### src/rtl/nrsqrt_pkg.sv
// Package: shared types for the non-restoring square root engine.
// Assumes nothing beyond a single clock domain.
package nrsqrt_pkg;

    // Sequencer phases: waiting, iterating, final correction.
    typedef enum logic [1:0] {
        ST_IDLE = 2'd0,
        ST_RUN  = 2'd1,
        ST_FIX  = 2'd2
    } nr_state_e;

endpackage

### src/rtl/nrsqrt_step.sv
// Module: one non-restoring iteration, purely combinational.
// Brings down a two-bit radicand group and adds or subtracts a trial value,
// chosen by the sign of the incoming remainder, then appends one root bit.
// Assumes REM_W = ROOT_W + 4, which leaves headroom for the remainder bound.
module nrsqrt_step #(
    parameter int ROOT_W = 8,
    parameter int REM_W  = ROOT_W + 4
) (
    input  logic signed [REM_W-1:0]  rem_i,
    input  logic        [ROOT_W-1:0] q_i,
    input  logic        [1:0]        pair_i,
    output logic signed [REM_W-1:0]  rem_o,
    output logic        [ROOT_W-1:0] q_o
);
    localparam int PAD_W = REM_W - ROOT_W - 2;

    logic               neg_prev;
    logic [REM_W-1:0]   shifted;
    logic [REM_W-1:0]   trial;
    logic [REM_W-1:0]   sum;

    // Shift in the radicand pair, pick add or subtract mode, and decide the bit.
    always_comb begin
        neg_prev = rem_i[REM_W-1];
        shifted  = (rem_i <<< 2) | {{(REM_W-2){1'b0}}, pair_i};
        trial    = {{PAD_W{1'b0}}, q_i, (neg_prev ? 2'b11 : 2'b01)};
        sum      = neg_prev ? (shifted + trial) : (shifted - trial);
        rem_o    = sum;
        q_o      = {q_i[ROOT_W-2:0], ~sum[REM_W-1]};
    end
endmodule

### src/rtl/nrsqrt_fix.sv
// Module: end-of-run remainder correction, purely combinational.
// A negative remainder gets 2*root+1 added back; a non-negative one passes.
// Assumes the true remainder fits in ROOT_W+2 signed bits (0..2*root).
module nrsqrt_fix #(
    parameter int ROOT_W = 8,
    parameter int OUT_W  = ROOT_W + 2
) (
    input  logic              rem_neg_i,
    input  logic [OUT_W-1:0]  rem_low_i,
    input  logic [ROOT_W-1:0] q_i,
    output logic [OUT_W-1:0]  rem_o
);
    logic [OUT_W-1:0] corr;

    // Form 2*root+1 and apply it only when the remainder came out negative.
    always_comb begin
        corr  = {1'b0, q_i, 1'b1};
        rem_o = rem_neg_i ? (rem_low_i + corr) : rem_low_i;
    end
endmodule

### src/rtl/nrsqrt_ctrl.sv
// Module: sequencer for the square root engine.
// Accepts a start only when idle, runs ROOT_W steps, then one fix cycle.
// Assumes start_i is synchronous to clk; starts during a run are dropped.
module nrsqrt_ctrl
    import nrsqrt_pkg::*;
#(
    parameter int ROOT_W = 8
) (
    input  logic clk,
    input  logic rst_n,
    input  logic start_i,
    output logic accept_o,
    output logic step_o,
    output logic fix_o,
    output logic busy_o
);
    localparam int CNT_W = (ROOT_W > 1) ? $clog2(ROOT_W) : 1;
    localparam logic [CNT_W-1:0] CNT_LAST = CNT_W'(ROOT_W - 1);

    nr_state_e        state_q;
    logic [CNT_W-1:0] cnt_q;

    // Decode the phase into strobes for the datapath.
    always_comb begin
        accept_o = start_i && (state_q == ST_IDLE);
        step_o   = (state_q == ST_RUN);
        fix_o    = (state_q == ST_FIX);
        busy_o   = (state_q != ST_IDLE);
    end

    // Advance the phase and count the remaining steps.
    always_ff @(posedge clk) begin
        if (!rst_n) begin
            state_q <= ST_IDLE;
            cnt_q   <= '0;
        end else begin
            case (state_q)
                ST_IDLE: if (start_i) begin
                    state_q <= ST_RUN;
                    cnt_q   <= CNT_LAST;
                end
                ST_RUN: begin
                    if (cnt_q == '0) state_q <= ST_FIX;
                    else             cnt_q   <= cnt_q - 1'b1;
                end
                ST_FIX:  state_q <= ST_IDLE;
                default: state_q <= ST_IDLE;
            endcase
        end
    end

    // an accepted start always leads to a busy engine.
    p_busy_after_start_r2: assert property (@(posedge clk) disable iff (!rst_n)
        accept_o |=> busy_o);

    // the run phase does not end before the step count is used up.
    p_run_len_r3: assert property (@(posedge clk) disable iff (!rst_n)
        (step_o && cnt_q != '0) |=> step_o);

    // the fix phase lasts a single cycle.
    p_fix_one_r3: assert property (@(posedge clk) disable iff (!rst_n)
        fix_o |=> !busy_o);

    // a start during the run does not disturb the step count.
    p_ignore_start_r6: assert property (@(posedge clk) disable iff (!rst_n)
        (step_o && cnt_q != '0 && start_i) |=> (cnt_q == $past(cnt_q) - 1'b1));
endmodule

### src/rtl/nrsqrt_unit.sv
// Module: top of the iterative non-restoring integer square root engine.
// Takes a 2*ROOT_W-bit unsigned radicand and returns the root and a signed
// remainder after ROOT_W+1 cycles. Results hold until the next one is ready.
// Assumes ROOT_W >= 2 and a synchronous active-low reset.
module nrsqrt_unit #(
    parameter int ROOT_W = 8
) (
    input  logic                     clk,
    input  logic                     rst_n,
    input  logic                     start_i,
    input  logic [2*ROOT_W-1:0]      radicand_i,
    output logic                     busy_o,
    output logic                     done_o,
    output logic [ROOT_W-1:0]        root_o,
    output logic signed [ROOT_W+1:0] rem_o
);
    localparam int RAD_W = 2 * ROOT_W;
    localparam int REM_W = ROOT_W + 4;
    localparam int OUT_W = ROOT_W + 2;

    logic                     accept, step, fix;
    logic [RAD_W-1:0]         rad_sh_q;
    logic signed [REM_W-1:0]  work_rem_q, step_rem;
    logic [ROOT_W-1:0]        work_q_q, step_q;
    logic [OUT_W-1:0]         fix_rem;
    logic [ROOT_W-1:0]        root_q;
    logic [OUT_W-1:0]         rem_q;
    logic                     done_q;
    logic                     armed_q;

    nrsqrt_ctrl #(.ROOT_W(ROOT_W)) ctrl_i (
        .clk      (clk),
        .rst_n    (rst_n),
        .start_i  (start_i),
        .accept_o (accept),
        .step_o   (step),
        .fix_o    (fix),
        .busy_o   (busy_o)
    );

    nrsqrt_step #(.ROOT_W(ROOT_W), .REM_W(REM_W)) step_i (
        .rem_i  (work_rem_q),
        .q_i    (work_q_q),
        .pair_i (rad_sh_q[RAD_W-1 -: 2]),
        .rem_o  (step_rem),
        .q_o    (step_q)
    );

    nrsqrt_fix #(.ROOT_W(ROOT_W), .OUT_W(OUT_W)) fix_i (
        .rem_neg_i (work_rem_q[REM_W-1]),
        .rem_low_i (work_rem_q[OUT_W-1:0]),
        .q_i       (work_q_q),
        .rem_o     (fix_rem)
    );

    // Working registers: load on accept, iterate while running.
    always_ff @(posedge clk) begin
        if (!rst_n) begin
            rad_sh_q   <= '0;
            work_rem_q <= '0;
            work_q_q   <= '0;
        end else if (accept) begin
            rad_sh_q   <= radicand_i;
            work_rem_q <= '0;
            work_q_q   <= '0;
        end else if (step) begin
            rad_sh_q   <= rad_sh_q << 2;
            work_rem_q <= step_rem;
            work_q_q   <= step_q;
        end
    end

    // Result registers: publish the corrected result and pulse done.
    always_ff @(posedge clk) begin
        if (!rst_n) begin
            root_q <= '0;
            rem_q  <= '0;
            done_q <= 1'b0;
        end else begin
            done_q <= fix;
            if (fix) begin
                root_q <= work_q_q;
                rem_q  <= fix_rem;
            end
        end
    end

    // Marks that at least one clock has passed since reset, for history checks.
    always_ff @(posedge clk) begin
        if (!rst_n) armed_q <= 1'b0;
        else        armed_q <= 1'b1;
    end

    assign done_o = done_q;
    assign root_o = root_q;
    assign rem_o  = rem_q;

    // done is a single-cycle pulse.
    p_done_pulse_r3: assert property (@(posedge clk) disable iff (!rst_n)
        done_o |=> !done_o);

    // done and busy are never high together.
    p_done_idle_r3: assert property (@(posedge clk) disable iff (!rst_n)
        done_o |-> !busy_o);

    // a published remainder lies in 0..2*root.
    p_rem_range_r5: assert property (@(posedge clk) disable iff (!rst_n)
        done_o |-> (!rem_o[OUT_W-1] && (rem_o <= $signed({1'b0, root_o, 1'b0}))));

    // outside a done cycle the results are unchanged.
    p_hold_r7: assert property (@(posedge clk) disable iff (!rst_n || !armed_q)
        !done_o |-> ($stable(root_o) && $stable(rem_o)));
endmodule

### config.mk
export PLATFORM = sky130hd
export DESIGN_NAME = nrsqrt_unit
export DESIGN_NICKNAME = d
export VERILOG_FILES = /design/src/rtl/nrsqrt_pkg.sv /design/src/rtl/nrsqrt_step.sv /design/src/rtl/nrsqrt_fix.sv /design/src/rtl/nrsqrt_ctrl.sv /design/src/rtl/nrsqrt_unit.sv
export SDC_FILE = /design/constraint.sdc
export NUM_CORES = 1
export LEC_CHECK = 0
export BUFFER_PORTS_ARGS = -buffer_cell sky130_fd_sc_hd__buf_4
export CAP_MARGIN = 20
export CORE_MARGIN = 2
export CORE_UTILIZATION = 50
export DETAILED_ROUTE_END_ITERATION = 6
export PLACE_DENSITY_LB_ADDON = 0.1
export SLEW_MARGIN = 5
export SYNTH_ARGS = -nofsm -noshare
export SYNTH_HDL_FRONTEND = slang
export SYNTH_SLANG_ARGS = --single-unit
### constraint.sdc
create_clock -name clk -period 3 [get_ports clk]
set_clock_uncertainty 0.2 [all_clocks]
set_input_delay 0.15 -clock clk [delete_from_list [all_inputs] [get_ports clk]]
set_output_delay 0.15 -clock clk [all_outputs]
set_load 0.05 [all_outputs]
==> summary.txt <==
Worst setup path
  – CP Launch Type: register
  – Delay of the slowest critical-path stage: 0.57 ns
  – Crit Path Class: reg -> reg
  – Crit path capture type: register
  – WP data arrival: 2.79 ns
  – Req. time, crit path: 3.07 ns
  – Critical path's slowest cell: dfxtp_1
  – Crit-path cells: xnor2_1, ha_1, o211ai_1, o21ai_1, o2111a_2, o41ai_4, xnor3_1, a21oi_1
  – CP Max Fanout: 9

Power
  – Switching power: 0.8451 mW
  – Leakage: 1.663 nW
  – Maximum vdd drop: 418.2 uV
  – Combinational share of power: 32.6%
  – Power Density: 625.5 nW/um^2
  – Pwr Total: 2.467 mW
  – Clock network power share: 30.2%
  – P_int: 1.622 mW
  – Switching Share: 34.26%
  – Sequential Power Share: 37.1%

Detailed routing
  – Drt drc: 0
  – TritonRoute pass-1 iters: 4
  – Drt first-iter violations: 141
  – Vias per cell: 5.583
  – Wirelength per Cell: 15.08 um
  – Via Count: 2903
  – Final WL: 7842 um
  – Detail Route Antenna Nets: 0

Timing
  – Unrepaired setup endpoints after global routing: no
  – Final setup vio count: 0
  – Setup ws final: 0.2725 ns
  – Fmax: 366.6 MHz
  – Worst hold slack: 0.03648 ns
  – Final hold violations: 0
  – Rel. slew slack: 41.40%
  – Final TNS setup: 0 ns
  – Pins over their slew limit: 0
  – Fin crit share: 90.92%
  – Crit path time final: 2.728 ns
  – Worst-Margin Slew: 0.8790 ns

Clocking
  – PostCTS Resize Cnt: 0
  – Post-CTS Setup Bufs: 0
  – Cts bufs inserted: 9
  – Num Clock Sinks: 59
  – CTS tree: built
  – Clk_lat worst skew: 0.34 ns
  – Worst-path clk slew: 0.07 ns
  – Max clock buf depth: 2
  – H-tree Lvls: 3
  – Clk root buf: clkbuf_8

GRT
  – Vias in the first global route: 2824
  – Initial antenna violation count: 0
  – Global route overflow: 0
  – Total GRT Usage: 23.52%
  – First-pass GRT wire length: 13460 um
  – Largest net degree at the start of global routing: 43

Finish
  – Ant. Diodes: 0
  – Post-Layout Cell Count: 520
  – Most frequent cells in the layout: nand2_1, dfxtp_1, buf_4
  – Area Overhead vs Synth: 22.27%
  – Commonest non-fill, non-tap cell in the layout: nand2_1
  – Layout cells sized above 1: 14.90%
  – Final nets: 479

Synthesis
  – Async SR Flop Fraction: 0%
  – Syn_nets: 429
  – Sequential share of the synthesized area: 36.62%
  – Most used flip-flop cell after synthesis: dfxtp_1
  – Syn Area/Cell: 8.292 sq um
  – Ys Warns: 0
  – Synth Cell Area: 3226 sq um
  – Netlist cell types: 48
  – Syn Inst Count: 389
  – FF+latch count, synth: 59
  – Number of enable flip-flop cells after synthesis: 0

Floorplan
  – Placeable core area: 6277 sq um
  – Die area: 7110 sq um
  – Die height: 84.32 um
  – Die Wd: 84.32 um
  – Ports: 39
  – # rows: 29
  – Initial core utilization: 51.39%

Place
  – Pre-CTS setup slack: 0.3198 ns
  – Placed cells: 489
  – PortBufs: 38
  – Placed wire-length estimate: 5402 um
  – RD Place Congestion: 0.8551

Run status
  – Outcome: complete, no violations

Job
  – Max-cap check violation count: 0

Worst hold path
  – Hold WC Path Type: in -> reg
==> power by group through the flow <==
stage	Sequential [mW]	Combinational, mW	Clock (mW)
after floorplan	0.929	0.603	0
after global placement	0.930	0.764	0
after detailed placement	0.933	0.780	0
after CTS	0.915	0.800	0.760
after global routing	0.926	0.892	0.794
final	0.916	0.805	0.746
==> routing by layer <==
layer	vias up	global-route usage, %	wire (um)
met5	-	0	0
met4	0	9.091	164
met2	55	39.97	3712
li1	1487	-	-
met1	1347	29.29	3657
met3	14	4.818	308
==> what timing repair did <==
action,4_1_cts,5_1_grt
setup endpoints to repair,0,0
hold buffers,16,0
endpoints found under the hold margin,16,0
==> state kept, by name, indices dropped and copies added (netlist names) <==
register / count
rem_o: 10
rad_sh_q: 16
done_o: 1
ctrl_i.state_q: 2
ctrl_i.cnt_q: 3
work_rem_q: 11
root_o: 8
work_q_q: 8
==> layout make-up <==
cell class,count,area (sq um)
sequential,59,1181
fill,573,2333
clock buffer,11,151.4
multi-input combinational,297,1922
inverter,10,37.54
clock inverter,4,50.05
timing repair buffer,62,505.5
tap,77,96.34
==> kinds of logic (layout without fill, tap and decap cells) <==
| kind of cell | Yosys count | after routing | share of synthesized area, % |
|---|---|---|---|
| multiplexers | 3 | 3 | 0.9310 |
| adder cells (fa/ha/maj) | 21 | 21 | 8.379 |
| flip-flops | 59 | 59 | 36.62 |
| XOR/XNOR | 17 | 17 | 5.042 |
| AND/OR/NAND/NOR | 133 | 133 | 18.54 |
| AO/OA/AOI/OAI | 123 | 123 | 26.61 |
| buffers and inverters | 33 | 87 | 3.879 |
==> final timing paths <==
| path | startpoint | end | slack [ns] | cells after the start |
|---|---|---|---|---|
| setup / recovery | work_rem_q[11]$_SDFFE_PP0P_ | work_q_q[0]$_SDFFE_PP0P_ | 0.27 | 8 |
| hold / removal | rst_n | rem_o[0]$_SDFFE_PN0P_ | 0.04 | 2 |
| hold reg to reg | rad_sh_q[10]$_SDFFE_PN0P_ | rad_sh_q[10]$_SDFFE_PN0P_ | 0.27 | 2 |
| setup reg to reg | work_rem_q[11]$_SDFFE_PP0P_ | work_q_q[0]$_SDFFE_PP0P_ | 0.27 | 8 |
==> synth_stat cells, types with 2 or more instances <==
cell type	number	area, sq um
or4_1	2	15.01
or3_1	2	12.51
o21ai_0	12	60.06
o211ai_1	2	15.01
nor2_1	15	56.30
nand2_1	72	270.3
a21oi_1	33	165.2
clkbuf_1	16	60.06
xnor2_1	11	96.34
buf_1	6	22.52
o21ai_1	2	10.01
ha_1	20	250.2
inv_1	10	37.54
a2111oi_0	2	17.52
xor2_1	5	43.79
and2_1	4	25.02
nor3_1	8	40.04
a22oi_1	14	105.1
o211a_1	5	50.05
dfxtp_1	59	1181
o31ai_1	2	15.01
nor2b_1	7	43.79
nand3_1	10	50.05
and3_1	3	18.77
a211oi_1	5	37.54
a21boi_0	25	187.7
nand3b_1	2	15.01
a21o_1	7	52.55
a311oi_1	2	17.52
o31a_1	2	17.52
nand2b_1	4	25.02
mux2i_1	3	30.03
o2bb2ai_1	2	17.52
==> per-stage QoR <==
step,util [%],cell area [sq um]
floorplan,-,3226
global placement,57.07,3582
detailed placement,57.07,3582
CTS,62.83,3944
global route,62.83,3944
finish,62.83,3944
==> critical path: cells and delay by family, from the launching register on <==
family | cells | cell delay [ns]
compound gates | 5 | 1.15
fa+ha+maj | 1 | 0.33
xor+xnor | 2 | 0.40
flops | 1 | 0.57
Note: power is estimated with default switching activity, not from simulation.
